==> src/rtl/cmpirq_pkg.sv <==
package cmpirq_pkg;
  typedef enum logic [1:0] {
    MODE_TOGGLE = 2'b00,
    MODE_RSV    = 2'b01,
    MODE_FALL   = 2'b10,
    MODE_RISE   = 2'b11
  } evtMode_e;

  typedef struct packed {
    logic     flagClr;
    evtMode_e mode;
  } ctlStrobe_t;
endpackage

==> src/rtl/cmpirq_datapath.sv <==
module cmpirq_datapath
  import cmpirq_pkg::*;
#(
  parameter int SYNC_STAGES = 2
) (
  input  logic       clk,
  input  logic       rstN,
  input  logic       cmpRaw,
  input  ctlStrobe_t ctl,
  output logic       cmpSync,
  output logic       flag
);
  localparam int LAST = SYNC_STAGES - 1;

  logic [SYNC_STAGES-1:0] syncChain;
  logic qualLvl, qualPrev, evtHit;

  generate
    for (genvar i = 0; i < SYNC_STAGES; i++) begin : g_sync
      if (i == 0) begin : g_first
        always_ff @(posedge clk or negedge rstN)
          if (!rstN) syncChain[0] <= 1'b0;
          else       syncChain[0] <= cmpRaw;
      end else begin : g_next
        always_ff @(posedge clk or negedge rstN)
          if (!rstN) syncChain[i] <= 1'b0;
          else       syncChain[i] <= syncChain[i-1];
      end
    end
  endgenerate

  assign cmpSync = syncChain[LAST];

  // Mode-qualified level: falling mode looks at the inverted level.
  assign qualLvl = (ctl.mode == MODE_FALL) ? ~cmpSync : cmpSync;

  always_comb begin
    unique case (ctl.mode)
      MODE_TOGGLE: evtHit = qualLvl ^ qualPrev;
      MODE_RSV:    evtHit = 1'b0;
      default:     evtHit = qualLvl & ~qualPrev;
    endcase
  end

  always_ff @(posedge clk or negedge rstN) begin
    if (!rstN) begin
      qualPrev <= 1'b0;
      flag     <= 1'b0;
    end else begin
      qualPrev <= qualLvl;
      if (evtHit)           flag <= 1'b1;   // set wins over clear
      else if (ctl.flagClr) flag <= 1'b0;
    end
  end

  a_r1_event_sets: assert property (@(posedge clk) disable iff (!rstN)
    evtHit |=> flag);
  a_r3_sticky: assert property (@(posedge clk) disable iff (!rstN)
    (flag && !ctl.flagClr) |=> flag);
  a_r4_clear: assert property (@(posedge clk) disable iff (!rstN)
    (ctl.flagClr && !evtHit) |=> !flag);
  a_r2_reserved: assert property (@(posedge clk) disable iff (!rstN)
    (ctl.mode == MODE_RSV && !flag) |=> !flag);
  a_r10_status: assert property (@(posedge clk) disable iff (!rstN)
    $rose(cmpSync) |-> $past(syncChain[0]));
endmodule

==> src/rtl/cmpirq_control.sv <==
module cmpirq_control
  import cmpirq_pkg::*;
#(
  parameter int CHAN_W = 4
) (
  input  logic              clk,
  input  logic              rstN,
  input  logic              cfgWe,
  input  logic [1:0]        cfgMode,
  input  logic              cfgIe,
  input  logic              cfgMuxEn,
  input  logic              flagWrStb,
  input  logic              flagWrBit,
  input  logic              vecAck,
  input  logic              globalIe,
  input  logic              adcEn,
  input  logic [CHAN_W-1:0] muxChan,
  input  logic              flag,
  output ctlStrobe_t        ctl,
  output logic              irqReq,
  output logic              negUseMux,
  output logic [CHAN_W-1:0] negChan
);
  evtMode_e modeReg;
  logic     ieReg, muxEnReg;

  always_ff @(posedge clk or negedge rstN) begin
    if (!rstN) begin
      modeReg  <= MODE_TOGGLE;
      ieReg    <= 1'b0;
      muxEnReg <= 1'b0;
    end else if (cfgWe) begin
      modeReg  <= evtMode_e'(cfgMode);
      ieReg    <= cfgIe;
      muxEnReg <= cfgMuxEn;
    end
  end

  assign ctl.mode    = modeReg;
  assign ctl.flagClr = vecAck | (flagWrStb & flagWrBit);

  assign irqReq    = flag & ieReg & globalIe;
  assign negUseMux = muxEnReg & ~adcEn;
  assign negChan   = negUseMux ? muxChan : '0;

  a_r7_irq_gated: assert property (@(posedge clk) disable iff (!rstN)
    irqReq |-> (globalIe && flag));
  a_r8_adc_owns_mux: assert property (@(posedge clk) disable iff (!rstN)
    negUseMux |-> !adcEn);
  a_r8_chan_idle: assert property (@(posedge clk) disable iff (!rstN)
    !negUseMux |-> (negChan == '0));
  a_r5_w1c: assert property (@(posedge clk) disable iff (!rstN)
    (flagWrStb && flagWrBit) |-> ctl.flagClr);
endmodule

==> src/rtl/cmpirq_top.sv <==
module cmpirq_top
  import cmpirq_pkg::*;
#(
  parameter int SYNC_STAGES = 2,
  parameter int CHAN_W      = 4
) (
  input  logic              clk,
  input  logic              rstN,
  input  logic              cmpRaw,
  input  logic              cfgWe,
  input  logic [1:0]        cfgMode,
  input  logic              cfgIe,
  input  logic              cfgMuxEn,
  input  logic              flagWrStb,
  input  logic              flagWrBit,
  input  logic              vecAck,
  input  logic              globalIe,
  input  logic              adcEn,
  input  logic [CHAN_W-1:0] muxChan,
  output logic              flag,
  output logic              irqReq,
  output logic              cmpStatus,
  output logic              negUseMux,
  output logic [CHAN_W-1:0] negChan
);
  ctlStrobe_t ctl;

  cmpirq_control #(.CHAN_W(CHAN_W)) ctrl_i (
    .clk(clk), .rstN(rstN), .cfgWe(cfgWe), .cfgMode(cfgMode), .cfgIe(cfgIe),
    .cfgMuxEn(cfgMuxEn), .flagWrStb(flagWrStb), .flagWrBit(flagWrBit),
    .vecAck(vecAck), .globalIe(globalIe), .adcEn(adcEn), .muxChan(muxChan),
    .flag(flag), .ctl(ctl), .irqReq(irqReq), .negUseMux(negUseMux),
    .negChan(negChan)
  );

  cmpirq_datapath #(.SYNC_STAGES(SYNC_STAGES)) dp_i (
    .clk(clk), .rstN(rstN), .cmpRaw(cmpRaw), .ctl(ctl),
    .cmpSync(cmpStatus), .flag(flag)
  );
endmodule

==> config.mk <==
export PLATFORM = sky130hd
export DESIGN_NAME = cmpirq_top
export DESIGN_NICKNAME = d
export VERILOG_FILES = /design/src/rtl/cmpirq_pkg.sv /design/src/rtl/cmpirq_datapath.sv /design/src/rtl/cmpirq_control.sv /design/src/rtl/cmpirq_top.sv
export SDC_FILE = /design/constraint.sdc
export NUM_CORES = 1
export LEC_CHECK = 0
export BUFFER_PORTS_ARGS = -buffer_cell sky130_fd_sc_hd__buf_2
export CORE_AREA = 3 3 40 42
export DETAILED_ROUTE_END_ITERATION = 7
export DIE_AREA = 0 0 43 45
export HOLD_SLACK_MARGIN = 0.03
export SLEW_MARGIN = 20
export SYNTH_ARGS = -nofsm -noshare
export SYNTH_HDL_FRONTEND = slang
export SYNTH_SLANG_ARGS = --single-unit
==> constraint.sdc <==
create_clock -name clk -period 1.2 [get_ports clk]
set_input_delay 0.18 -clock clk [delete_from_list [all_inputs] [get_ports clk]]
set_output_delay 0.18 -clock clk [all_outputs]
set_load 0.02 [all_outputs]
==> report_table.html <==
<table>
<tr><th>Metric</th><th>Value</th></tr>
<tr><th colspan="2">Finish</th></tr>
<tr><td>Layout cell share with drive strength beyond 1</td><td>78.0%</td></tr>
<tr><td>Number of nets at the end of the flow</td><td>79</td></tr>
<tr><td>Count of non-filler cells in the finished layout</td><td>74</td></tr>
<tr><td>Storage cell area</td><td>roughly 200 sq um</td></tr>
<tr><td>Growth of design area from synthesis to finish</td><td>78.6%</td></tr>
<tr><td>Ant diodes</td><td>0</td></tr>
<tr><td>Filler Cell Count</td><td>146</td></tr>
<tr><td>Area used by multi-input combinational logic</td><td>roughly 180 sq um</td></tr>
<tr><th colspan="2">Global route</th></tr>
<tr><td>Total Routing Usage GR</td><td>9.70%</td></tr>
<tr><td>Number of antenna violations at the first check in global routing</td><td>0</td></tr>
<tr><td>Grt ovf</td><td>0</td></tr>
<tr><td>First-pass GRT wire length</td><td>about 1.3 mm</td></tr>
<tr><td>Maximum number of pins on one net before global-route repair</td><td>9</td></tr>
<tr><td>Via count of the first global-routing pass</td><td>approximately 330</td></tr>
<tr><th colspan="2">Setup path</th></tr>
<tr><td>Family with the most delay on the worst path</td><td>flip-flops</td></tr>
<tr><td>Highest net fanout along the worst path</td><td>2</td></tr>
<tr><td>Critical Path, Cell by Cell</td><td>nand2b_4 &gt; xnor2_2 &gt; ha_1 &gt; nor3_2 &gt; a221o_1</td></tr>
<tr><td>Count of cells along the worst register-to-register path</td><td>5</td></tr>
<tr><td>Data required time of the critical path</td><td>approximately 1.3 ns</td></tr>
<tr><td>Logic depth of the worst path, buffers included</td><td>5</td></tr>
<tr><td>Worst setup path category</td><td>reg2reg</td></tr>
<tr><td>Kind of start point of the critical path</td><td>flip-flop</td></tr>
<tr><td>Slowest stage delay, CP</td><td>about 0.37 ns</td></tr>
<tr><td>Cell with the largest stage delay on the worst path</td><td>dfrtp_1</td></tr>
<tr><td>Element type at the critical path end</td><td>flip-flop</td></tr>
<tr><td>Buffers plus inverters on the worst setup path</td><td>0</td></tr>
<tr><td>Data arrival time of the critical path</td><td>1.48 ns</td></tr>
<tr><th colspan="2">Synthesis</th></tr>
<tr><td>Net count after synthesis</td><td>44</td></tr>
<tr><td>Top cell type's share of synthesized area</td><td>57.1%</td></tr>
<tr><td>Number of flip-flops and latches in the synthesized netlist</td><td>8</td></tr>
<tr><td>Biggest area consumer among synthesized cells</td><td>dfrtp_1</td></tr>
<tr><td>Yosys synthesis warning count</td><td>0</td></tr>
<tr><td>Most area-consuming cells after synthesis</td><td>dfrtp_1, mux2_2, and2_1</td></tr>
<tr><td>Netlist Area Pre-Place</td><td>350 sq um</td></tr>
<tr><td>Share of synthesized area occupied by flip-flops and latches</td><td>57.1%</td></tr>
<tr><td>Number of distinct library cells after synthesis</td><td>13</td></tr>
<tr><td>Per-instance average area after synthesis</td><td>13.5 sq um</td></tr>
<tr><td>Cell count after synthesis</td><td>26</td></tr>
<tr><th colspan="2">Clock network</th></tr>
<tr><td>Inserted Clock Buffers</td><td>3</td></tr>
<tr><td>CTS sink cnt</td><td>8</td></tr>
<tr><td>Maximum level of the CTS H-tree</td><td>1</td></tr>
<tr><td>Maximum buffer depth of the clock tree</td><td>2</td></tr>
<tr><td>Clock-pin transition on the worst setup and hold timing paths</td><td>roughly 0.050 ns</td></tr>
<tr><td>Cell at the root of the clock tree</td><td>clkbuf_4</td></tr>
<tr><td>CTS tree</td><td>done</td></tr>
<tr><td>Clock Latency Late Sink</td><td>between 0.2 and 0.3 ns</td></tr>
<tr><th colspan="2">Outcome</th></tr>
<tr><td>Violated checks</td><td>negative setup slack</td></tr>
<tr><td>Outcome</td><td>finished, violations left</td></tr>
<tr><th colspan="2">STA</th></tr>
<tr><td>Slew at the pin closest to its max-slew limit</td><td>approximately 0.17 ns</td></tr>
<tr><td>Slew headroom</td><td>roughly 88%</td></tr>
<tr><td>Number of hold violations in the final report</td><td>0</td></tr>
<tr><td>RSZ-0062 raised after global routing</td><td>yes</td></tr>
<tr><td>Final setup viols</td><td>5</td></tr>
<tr><td>PnR worst setup slack</td><td>-0.149 ns</td></tr>
<tr><td>Final slew viol count</td><td>0</td></tr>
<tr><td>Max Freq</td><td>741 MHz</td></tr>
<tr><td>Post-Route Skew</td><td>0.00554 ns</td></tr>
<tr><td>Final critical delay including setup and external delays</td><td>1.35 ns</td></tr>
<tr><td>Final clock period utilization by the worst path</td><td>112%</td></tr>
<tr><th colspan="2">Placed design</th></tr>
<tr><td>Routability Congestion</td><td>0.655</td></tr>
<tr><td>Buffers added on ports</td><td>24</td></tr>
<tr><td>Cells after DPL</td><td>between 60 and 70</td></tr>
<tr><th colspan="2">Drt</th></tr>
<tr><td>WL final</td><td>805 um</td></tr>
<tr><td>Via count</td><td>approximately 320</td></tr>
<tr><td>Drt wl/cell</td><td>10.9 um</td></tr>
<tr><td>1st-iter DRT viols</td><td>2</td></tr>
<tr><td>Detailed-route vias per instance</td><td>4.28</td></tr>
<tr><td>Count of unresolved DRC violations after routing</td><td>0</td></tr>
<tr><td>First drt pass iteration count</td><td>2</td></tr>
<tr><td>Antenna viol nets, final</td><td>0</td></tr>
<tr><th colspan="2">Pwr</th></tr>
<tr><td>Relative contribution of sequential cells to total power</td><td>43.8%</td></tr>
<tr><td>Internal power consumption</td><td>0.545 mW</td></tr>
<tr><td>Power share of the clock group</td><td>a little over a quarter</td></tr>
<tr><td>Leakage Power</td><td>0.329 nW</td></tr>
<tr><td>Switching power summed over all nets</td><td>0.190 mW</td></tr>
<tr><td>Logic pwr share</td><td>29.5%</td></tr>
<tr><td>Switching share of total power</td><td>25.8%</td></tr>
<tr><td>Final Power</td><td>0.734 mW</td></tr>
<tr><td>Pwr per Cell Area</td><td>1170 nW/um^2</td></tr>
<tr><td>IR Drop Worst-Case VDD</td><td>~0.54 mV</td></tr>
<tr><th colspan="2">Min path</th></tr>
<tr><td>Tightest Hold Check Type</td><td>in2reg</td></tr>
<tr><td>Depth of the worst hold-timing path</td><td>2</td></tr>
<tr><th colspan="2">Floorplan</th></tr>
<tr><td>Total I/O pin count</td><td>25</td></tr>
<tr><td>DIE AREA</td><td>1940 sq um</td></tr>
<tr><td>DIE WIDTH</td><td>43 um</td></tr>
<tr><td>Core Box Area</td><td>1280 sq um</td></tr>
<tr><td>Site row count</td><td>13</td></tr>
<tr><td>Initial core utilization</td><td>between 20% and 30%</td></tr>
<tr><td>Height of the die</td><td>about 45 um</td></tr>
<tr><th colspan="2">Flow run</th></tr>
<tr><td>Max-capacitance violation count</td><td>0</td></tr>
</table>
==> power by group through the flow <==
stage / Clock [mW] / Combinational [mW] / Sequential (mW)
5_1_grt: 0.224 / 0.233 / 0.327
2_1_floorplan: 0 / 0.0844 / 0.335
3_5_place_dp: 0 / 0.164 / 0.324
4_1_cts: 0.208 / 0.191 / 0.320
3_3_place_gp: 0 / 0.163 / 0.323
6_report: 0.196 / 0.216 / 0.321
==> placed cells by master, fill, tap and decap left out <==
cell and n:
buf_2 19, xnor2_2 1, nand2b_4 1, dfrtp_2 1, ha_1 1, and3_2 1
nor2b_4 2, a221o_1 1, inv_1 1, mux2_2 4, nor3_2 1, and2_4 4
nand2_1 1, dlygate4sd3_1 2, clkbuf_4 3, buf_4 5, dfrtp_1 7, buf_6 4
==> worst paths after layout <==
path | slack (ns) | start | endpoint
setup / recovery | -0.15 | ctrl_i.modeReg[0] | dp_i.flag
hold / removal | 0.16 | cfgIe | ctrl_i.ieReg
setup reg to reg | -0.15 | ctrl_i.modeReg[0] | dp_i.flag
hold reg to reg | 0.35 | dp_i.syncChain[0] | dp_i.cmpSync
max in group asynchronous | 0.72 | rstN | ctrl_i.modeReg[1]
min in group asynchronous | 0.30 | rstN | dp_i.qualPrev
==> per-stage QoR <==
stage	worst slack [ns]	hold WS, ns	instance area [sq um]	util (%)	setup TNS [ns]
global placement	-0.102	0.0327	504	39.2	-0.102
finish	-0.149	0.160	626	48.7	-0.226
floorplan	-0.104	-0.116	358	-	-0.104
global route	-0.196	0.157	626	48.7	-0.589
CTS	-0.120	0.0325	584	45.5	-0.219
detailed placement	-0.126	0.0285	504	39.2	-0.126
==> sequential cells by signal, summed over array words and instances, names as in the netlist <==
| name | cells |
|---|---|
| dp_i.qualPrev | 1 |
| ctrl_i.modeReg | 2 |
| ctrl_i.muxEnReg | 1 |
| dp_i.cmpSync | 1 |
| dp_i.flag | 1 |
| dp_i.syncChain | 1 |
| ctrl_i.ieReg | 1 |
==> final cells by class <==
cell class	count	area share, %
sequential	8	32.2
timing repair buffer	30	31.6
multi-input combinational	17	29.0
clock buffer	3	3.60
tap	15	3.00
inverter	1	0.600
==> synth_stat cells, drive strengths merged <==
master / number
xnor2: 1
mux2: 4
nor2b: 2
nand2b: 1
ha: 1
and3: 1
nand2: 1
inv: 1
dfrtp: 8
a221o: 1
and2: 4
nor3: 1
==> cell families after synthesis <==
logic type	Yosys count	synth area share, %
XOR/XNOR	1	2.50
multiplexers	4	12.9
buffers and inverters	1	1.07
flip-flops	8	57.1
adder cells (fa/ha/maj)	1	3.57
AND/OR/NAND/NOR	10	20.0
AO/OA/AOI/OAI	1	2.86
==> metal layers <==
layer	GRT usage (%)	vias to the layer above	wire length (um)
met5	0	-	0
met1	9.50	144	309
met4	3.61	0	10
met3	6.37	2	84
li1	-	155	-
met2	16.5	16	400
==> timing repair <==
| item | CTS | global route |
|---|---|---|
| pin swaps | 4 | 4 |
| hold buffers | 1 | 1 |
| cloned | 0 | 0 |
| endpoints found under the setup margin | 5 | 6 |
| setup buffers | 1 | 2 |
| resized for setup | 13 | 4 |
| endpoints found under the hold margin | 8 | 1 |
==> worst reg2reg max path, delay by kind of cell (launching register included) <==
family	cells	cell delay, ns
DFF	1	0.37
adders and majority gates	1	0.30
AOI/OAI and AO/OA	1	0.25
and+or+nand+nor	2	0.19
xor gates and xnor gates	1	0.14
Power figures use the tool's default switching activity.
